--- src/rtl/sfd_pkg.sv ---
package sfd_pkg;
    typedef enum logic [1:0] {
        CMD_RDSH  = 2'd0,
        CMD_UPG   = 2'd1,
        CMD_EVICT = 2'd2,
        CMD_SPARE = 2'd3
    } sfd_cmd_e;
endpackage

--- src/rtl/sfd_tag_match.sv ---
// Parallel compare of one address against every valid tag.
module sfd_tag_match #(
    parameter int NE = 4,
    parameter int AW = 16
) (
    input  logic [NE-1:0]         vld,
    input  logic [NE-1:0][AW-1:0] tags,
    input  logic [AW-1:0]         addr,
    output logic                  hit,
    output logic [((NE>1)?$clog2(NE):1)-1:0] idx
);
    localparam int IW = (NE > 1) ? $clog2(NE) : 1;

    logic [NE-1:0] eq;

    for (genvar g = 0; g < NE; g++) begin : g_cmp
        assign eq[g] = vld[g] && (tags[g] == addr);
    end

    always_comb begin
        idx = '0;
        for (int i = NE - 1; i >= 0; i--) begin
            if (eq[i]) idx = IW'(i);
        end
        hit = |eq;
    end
endmodule

--- src/rtl/sfd_free_pick.sv ---
// Lowest-numbered free entry.
module sfd_free_pick #(
    parameter int NE = 4
) (
    input  logic [NE-1:0] vld,
    output logic          any_free,
    output logic [((NE>1)?$clog2(NE):1)-1:0] idx
);
    localparam int IW = (NE > 1) ? $clog2(NE) : 1;

    always_comb begin
        idx = '0;
        for (int i = NE - 1; i >= 0; i--) begin
            if (!vld[i]) idx = IW'(i);
        end
        any_free = ~&vld;
    end
endmodule

--- src/rtl/sfd_directory.sv ---
module sfd_directory #(
    parameter int NP = 4,
    parameter int NE = 4,
    parameter int AW = 16,
    parameter int PW = (NP > 1) ? $clog2(NP) : 1
) (
    input  logic          clk,
    input  logic          rst_n,
    input  logic          lk_valid,
    output logic          lk_ready,
    input  logic [AW-1:0] lk_addr,
    input  logic [PW-1:0] lk_src,
    input  logic [1:0]    lk_cmd,
    output logic          snp_valid,
    output logic [NP-1:0] snp_mask,
    input  logic          rsp_valid,
    input  logic [AW-1:0] rsp_addr,
    input  logic [PW-1:0] rsp_responder,
    input  logic [PW-1:0] rsp_requester,
    input  logic          rsp_excl
);
    import sfd_pkg::*;

    localparam int IW = (NE > 1) ? $clog2(NE) : 1;

    typedef struct packed {
        logic [NE-1:0]         vld;
        logic [NE-1:0][AW-1:0] tag;
        logic [NE-1:0][NP-1:0] req;
        logic [NE-1:0][NP-1:0] hold;
        logic                  snp_vld;
        logic [NP-1:0]         snp_mask;
    } sfd_state_t;

    sfd_state_t s_d, s_q;

    logic          lk_hit, rs_hit, any_free;
    logic [IW-1:0] lk_idx, rs_idx, free_idx;
    sfd_cmd_e      cmd;

    assign cmd = sfd_cmd_e'(lk_cmd);

    sfd_tag_match #(.NE(NE), .AW(AW)) u_lk_match (
        .vld (s_q.vld),
        .tags(s_q.tag),
        .addr(lk_addr),
        .hit (lk_hit),
        .idx (lk_idx)
    );

    sfd_tag_match #(.NE(NE), .AW(AW)) u_rs_match (
        .vld (s_q.vld),
        .tags(s_q.tag),
        .addr(rsp_addr),
        .hit (rs_hit),
        .idx (rs_idx)
    );

    sfd_free_pick #(.NE(NE)) u_free (
        .vld     (s_q.vld),
        .any_free(any_free),
        .idx     (free_idx)
    );

    always_comb begin
        logic [NP-1:0] src_bit, rqr_bit, rsd_bit;
        logic [IW-1:0] e;

        s_d          = s_q;
        s_d.snp_vld  = 1'b0;
        s_d.snp_mask = '0;
        src_bit      = NP'(1) << lk_src;
        rqr_bit      = NP'(1) << rsp_requester;
        rsd_bit      = NP'(1) << rsp_responder;
        e            = lk_hit ? lk_idx : free_idx;

        lk_ready = !(lk_valid && cmd != CMD_EVICT && !lk_hit && !any_free);

        // Responses are folded in before the lookup of the same cycle.
        if (rsp_valid && rs_hit) begin
            s_d.req[rs_idx]  = s_d.req[rs_idx] & ~rqr_bit & ~rsd_bit;
            s_d.hold[rs_idx] = rsp_excl ? rqr_bit : (s_d.hold[rs_idx] | rqr_bit);
        end

        if (lk_valid && lk_ready) begin
            if (cmd == CMD_EVICT) begin
                if (lk_hit) begin
                    s_d.hold[lk_idx] = s_d.hold[lk_idx] & ~src_bit;
                    if (s_d.hold[lk_idx] == '0 && s_d.req[lk_idx] == '0) begin
                        s_d.vld[lk_idx] = 1'b0;
                    end
                end
            end else begin
                if (!lk_hit) begin
                    s_d.vld[e]  = 1'b1;
                    s_d.tag[e]  = lk_addr;
                    s_d.req[e]  = '0;
                    s_d.hold[e] = '0;
                end
                s_d.snp_mask = s_d.hold[e] & ~src_bit;
                s_d.snp_vld  = 1'b1;
                s_d.req[e]   = s_d.req[e] | src_bit;
            end
        end
    end

    always_ff @(posedge clk) begin
        if (!rst_n) begin
            s_q <= '0;
        end else begin
            s_q <= s_d;
        end
    end

    assign snp_valid = s_q.snp_vld;
    assign snp_mask  = s_q.snp_mask;
endmodule

--- config.mk ---
export PLATFORM = sky130hd
export DESIGN_NAME = sfd_directory
export DESIGN_NICKNAME = d
export VERILOG_FILES = /design/src/rtl/sfd_pkg.sv /design/src/rtl/sfd_tag_match.sv /design/src/rtl/sfd_free_pick.sv /design/src/rtl/sfd_directory.sv
export SDC_FILE = /design/constraint.sdc
export NUM_CORES = 1
export LEC_CHECK = 0
export BUFFER_PORTS_ARGS = -buffer_cell sky130_fd_sc_hd__buf_2
export CAP_MARGIN = 20
export CORE_MARGIN = 10
export CORE_UTILIZATION = 45
export CTS_CLUSTER_SIZE = 30
export DETAILED_ROUTE_END_ITERATION = 10
export PLACE_DENSITY = 0.65
export SYNTH_ARGS = -nofsm -noshare
export SYNTH_HDL_FRONTEND = slang
export SYNTH_SLANG_ARGS = --single-unit
--- constraint.sdc ---
create_clock -name clk -period 6.4 [get_ports clk]
set_clock_uncertainty 0.1 [all_clocks]
set_input_delay 1.92 -clock clk [delete_from_list [all_inputs] [get_ports clk]]
set_output_delay 1.92 -clock clk [all_outputs]
set_load 0.02 [all_outputs]
Word-level counts from Yosys, hierarchy flattened
Cells that the tools add are included.

storage, ports and cells
  bits in registers = 105
  bits of input ports = 45
  output and inout port bits = 6
  logic and storage cells = 140

operators by class
  order comparisons = 6
  equality and inequality tests = 13
  shift operators = 3
  mux-type cells = 57
  bitwise gates (word level) = 18
  reductions and logical operators = 28

operators with widths
  operator                                                                              count
  100-bit two-way mux                                                                   3
  16-bit == test                                                                        8
  16-bit bitwise mux                                                                    4
  64-bit bitwise mux                                                                    1
  16-bit two-way mux                                                                    4
  4-bit binary-select mux with 2-bit select                                             7
  4-bit two-way mux                                                                     14
  37-bit two-way mux                                                                    1
  16-bit bitwise AND                                                                    2
  16-bit demux with 2-bit select                                                        1
  32-bit two-way mux                                                                    1
  2-bit two-way mux                                                                     13
  4-bit demux with 2-bit select                                                         3
  4-bit bitwise AND                                                                     5
  1-bit logical AND                                                                     17
  16-bit NOT                                                                            1
  4-bit NOT                                                                             4
  4-bit OR                                                                              3
  1-bit by 2-bit << shifter with 4-bit output (first input constant)                    3
  2-bit by 3-bit less-than comparator with 1-bit output (second input constant)         3
  4-bit zero test                                                                       2
  4-bit AND reduction                                                                   2
  4-bit OR reduction                                                                    2
  2-bit by 1-bit greater-or-equal comparator with 1-bit output (second input constant)  3
  other kinds (12)                                                                      18

Longest topological paths before layout
  depth after elaboration = 23
  gate-level depth with buffers = 15

Hierarchy
A second synthesis with hierarchy kept.

second synthesis, totals
  cells, all modules = 837
  area total of the unflattened synthesis = 6,628.9 um2

by module, submodules not included
  module         instances  cells an instance  area an instance (um2)  seq. area each (um2)
  sfd_directory  1          642                5,028.6                 2,102.0
  sfd_tag_match  2          95                 785.8                   0.0
  sfd_free_pick  1          5                  28.8                    0.0

Worst setup path before layout
OpenSTA, ideal clock, no wires.

  path kind = input -> output
  start = input lk_addr[2]
  end = output lk_ready
  arrival = 3,672 ps
  required time = 4,380 ps
  slack = 708 ps
  stages = 8
  buffers on the path = 2
  path through = clkbuf_1 > xnor2_1 > and4_1 > nand4_1 > nor2_1 > buf_4 > nor3_1 > nand3_1

on the way
  cells in the longest elaborated chain, start to end = 7
  elaborated cells on any way between the ends = 13
  those cells by class = 4 x eq/ne; 9 x reduce/logical

RTL lines
  what                                line                 source
  start: declaration                  sfd_directory.sv:11  input logic [AW-1:0] lk_addr,
  16-bit == test                      sfd_tag_match.sv:17  assign eq[g] = vld[g] && (tags[g] == addr);
  1-bit logical AND                   sfd_tag_match.sv:17
  4-bit OR reduction (*)              sfd_tag_match.sv:25  hit = |eq;
  1-bit zero test (*)                 n/a
  1-bit logical AND (*) (2 in a row)  sfd_directory.sv:77  lk_ready = !(lk_valid && cmd != CMD_EVICT && !lk_hit && !any_free);
  1-bit zero test (*)                 sfd_directory.sv:77
  end: declaration                    sfd_directory.sv:10  output logic lk_ready,

Every way passes the cells marked *; elsewhere a longest branch is shown, timed or not.

Worst setup path in the final report
  start = input lk_addr[11]
  end = output lk_ready

The elaborated chain is that of the path after synthesis.

==> reports/summary.txt <==
outcome: complete, no violations
Slew @ Worst Pin: 0.9789 ns
vias in the first global route: 7363
1st-iter DRT viols: 885
Primary FF master, synth: dfxtp_1
hold endpoint: s_q[58]
max-slew violations: 0
Yosys warning count: 0
residual DRC count: 0
clock slew at reported path FFs: 0.07 ns
DIE AREA: 22600 sq um
Leak: 3.381 nW
slowest stage delay, CP: 0.63 ns
CP most frequent cell: buf_2
Die Height: 150.3 um
f_max: 0.1655 GHz
diode count: 0
placed cell area: 8134 sq um
Synth async-reset ratio: 0%
Synth top cells by count: 149 x nand2_1, 105 x dfxtp_1, 99 x o21ai_0
global-route wire length before repair: 44590 um
final WL: 29780 um
Port Buf Inserts: 50
CTS tree: built
hold_buf cts: 0
synth top area cells: dfxtp_1 28%, xor2_1 7.8%, nand2_1 7.3%
drt via density: 6.187
Place WS: 0.4400 ns
mapped cell area: 7642 sq um
vias: 7845
post-CTS setup buffers: 0
H-tree levels: 3
cell depth of the worst min-delay path: 3
M2 GR Usage: 40.67%
R2R Setup Slk: 2.17 ns
Inserted Clock Buffers: 9
grt total ovfl: 0
FP Rows: 47
r2r worst-path depth: 10
min cycle time layout: 6.044 ns
Setup TNS Final: 0 ns
number of synthesized flops with an enable pin: 0
GRT Total Usage: 25.94%
Root Driver: clkbuf_16
grt met3 use: 6.483%
Post-Synthesis Net Count: 1058
post_cts resized: 0
post-route ant nets: 0
Overall Power: 1.530 mW
period utilisation layout: 94.43%
Crit Path Category: in -> out
cell count after synthesis: 1013
Layout Cells excl Fill: 1268
Hold Path Class: reg -> reg
Max Cap Viol: 0
Die X: 150.3 um
Final nets: 1088
final setup fails: 0
I/O pin total: 51
R2R Path Start: s_q[57]
number of synthesized register bits: 105
crit-path cells: buf_2, xnor2_1, nand4_1, or4_1, o22ai_1, nor3_2, nand3_1, buf_2
share of layout cells above drive strength 1: 11.83%
Sink Count: 105
hold_sp: s_q[58]
Initial Util: 45.92%
endpoints failing hold: 0
Detailed Routing Iterations Pass 1: 6
antenna violations before repair: 0
Distinct cells, synth: 79
Cells after DPL: 1252
hold slack: 0.5360 ns
RSZ-0062 raised after global routing: false
cell area after layout: 8448 sq um
VDD IR max: 0.1212 mV
Startpoint Class: primary input
PnR worst setup slack: 0.3564 ns
Synth area leader: dfxtp_1
most frequent cell after synthesis: nand2_1
worst-skew pair later-pin latency: 0.37 ns
CP Capture Type: output pin
Worst EP required: 4.38 ns
Mean Syn Cell Area: 7.544 sq um
CP delay by family, top: simple AND/OR/NAND/NOR gates
CP max stage cell: or4_1
worst reg2reg path endpoint: s_q[103]
crit path DAT: 4.02 ns
GP Congestion: 1.081
Worst Path Max Fanout: 5
Max clock buf depth: 2
Rel. slew slack: 34.24%
met1 usage: 33.24%
Core Area: 16640 sq um
fin util: 50.76%
P&R area growth vs syn: 10.54%
WL/cell: 23.49 um
largest net degree at the start of global routing: 56
Seq/Total Area, Yosys: 27.50%
Yosys top cell area share: 27.50%
Critical path buffers and inverters: 2
busiest grt layer: met2
dpl hpwl: 23370 um
pwr dens: 181.1 nW/um^2
==> worst max-delay path by stage <==
stage,endpoint,slack [ns],depth (start not counted),startpoint
final,lk_ready,0.36,8,lk_addr[11]
after global routing,lk_ready,0.27,8,lk_addr[11]
after CTS,lk_ready,0.43,8,lk_addr[11]
after detailed placement,lk_ready,0.44,8,lk_addr[11]
after global placement,lk_ready,0.51,8,lk_addr[11]
after floorplan,lk_ready,0.71,8,lk_addr[2]
==> flip-flops by register name (all words and copies together) (netlist names) <==
| name | count |
|---|---|
| snp_valid | 1 |
| snp_mask | 4 |
| s_q | 100 |
==> cells in the final DEF, fill, tap and decap left out, drive strengths merged, types with 12 or more instances in the layout <==
master,Yosys,final
nor3,18,18
inv,13,15
and2,82,82
nand3,33,33
nor4,24,24
dfxtp,105,105
nor2,57,57
a21oi,22,22
o21ai,101,101
xor2,68,68
nand2,149,149
nand2b,12,12
nand4,24,24
o211a,12,12
xnor2,60,60
buf,17,83
==> area by class of cell <==
| cell class | count | area (sq um) |
|---|---|---|
| sequential | 105 | 2102 |
| fill | 1651 | 8194 |
| timing repair buffer | 83 | 510.5 |
| clock inverter | 5 | 61.31 |
| multi-input combinational | 831 | 5197 |
| tap | 220 | 275.3 |
| inverter | 13 | 48.80 |
| clock buffer | 11 | 252.7 |
==> worst register-to-register path: stages (launching register included) <==
cell       delay (ns)
dfxtp_1          0.36
xor2_1           0.20
nor3_1           0.81
and3_1           0.38
o2111ai_2        0.40
o21ai_0          0.56
and4_1           0.26
o21ai_0          0.17
or4_1            0.59
o311ai_1         0.18
a21oi_1          0.11
==> layer usage <==
metal | vias to the layer above | wire length (um) | part of all wire [%]
li1 | 3641 | - | -
met1 | 3660 | 12460 | 42
met2 | 451 | 13300 | 45
met3 | 93 | 2826 | 9.5
met4 | 0 | 1197 | 4.0
met5 | - | 0 | 0
==> where the power goes <==
group	total [mW]	internal, mW	leakage, nW	switching (mW)
sequential	0.688	0.668	0.850	0.0201
clock	0.605	0.328	0.157	0.276
combinational	0.238	0.0824	2.37	0.156
total	1.53	1.08	3.38	0.452
==> cell families after synthesis <==
kind of cell / count (synthesis) / share of synthesized area, %
simple gates: 466 / 31.91
compound gates: 225 / 19.47
xor+xnor: 128 / 14.96
flops: 105 / 27.50
buf+inv: 77 / 4.551
mux: 12 / 1.604
(Power assumes the default switching activity.)
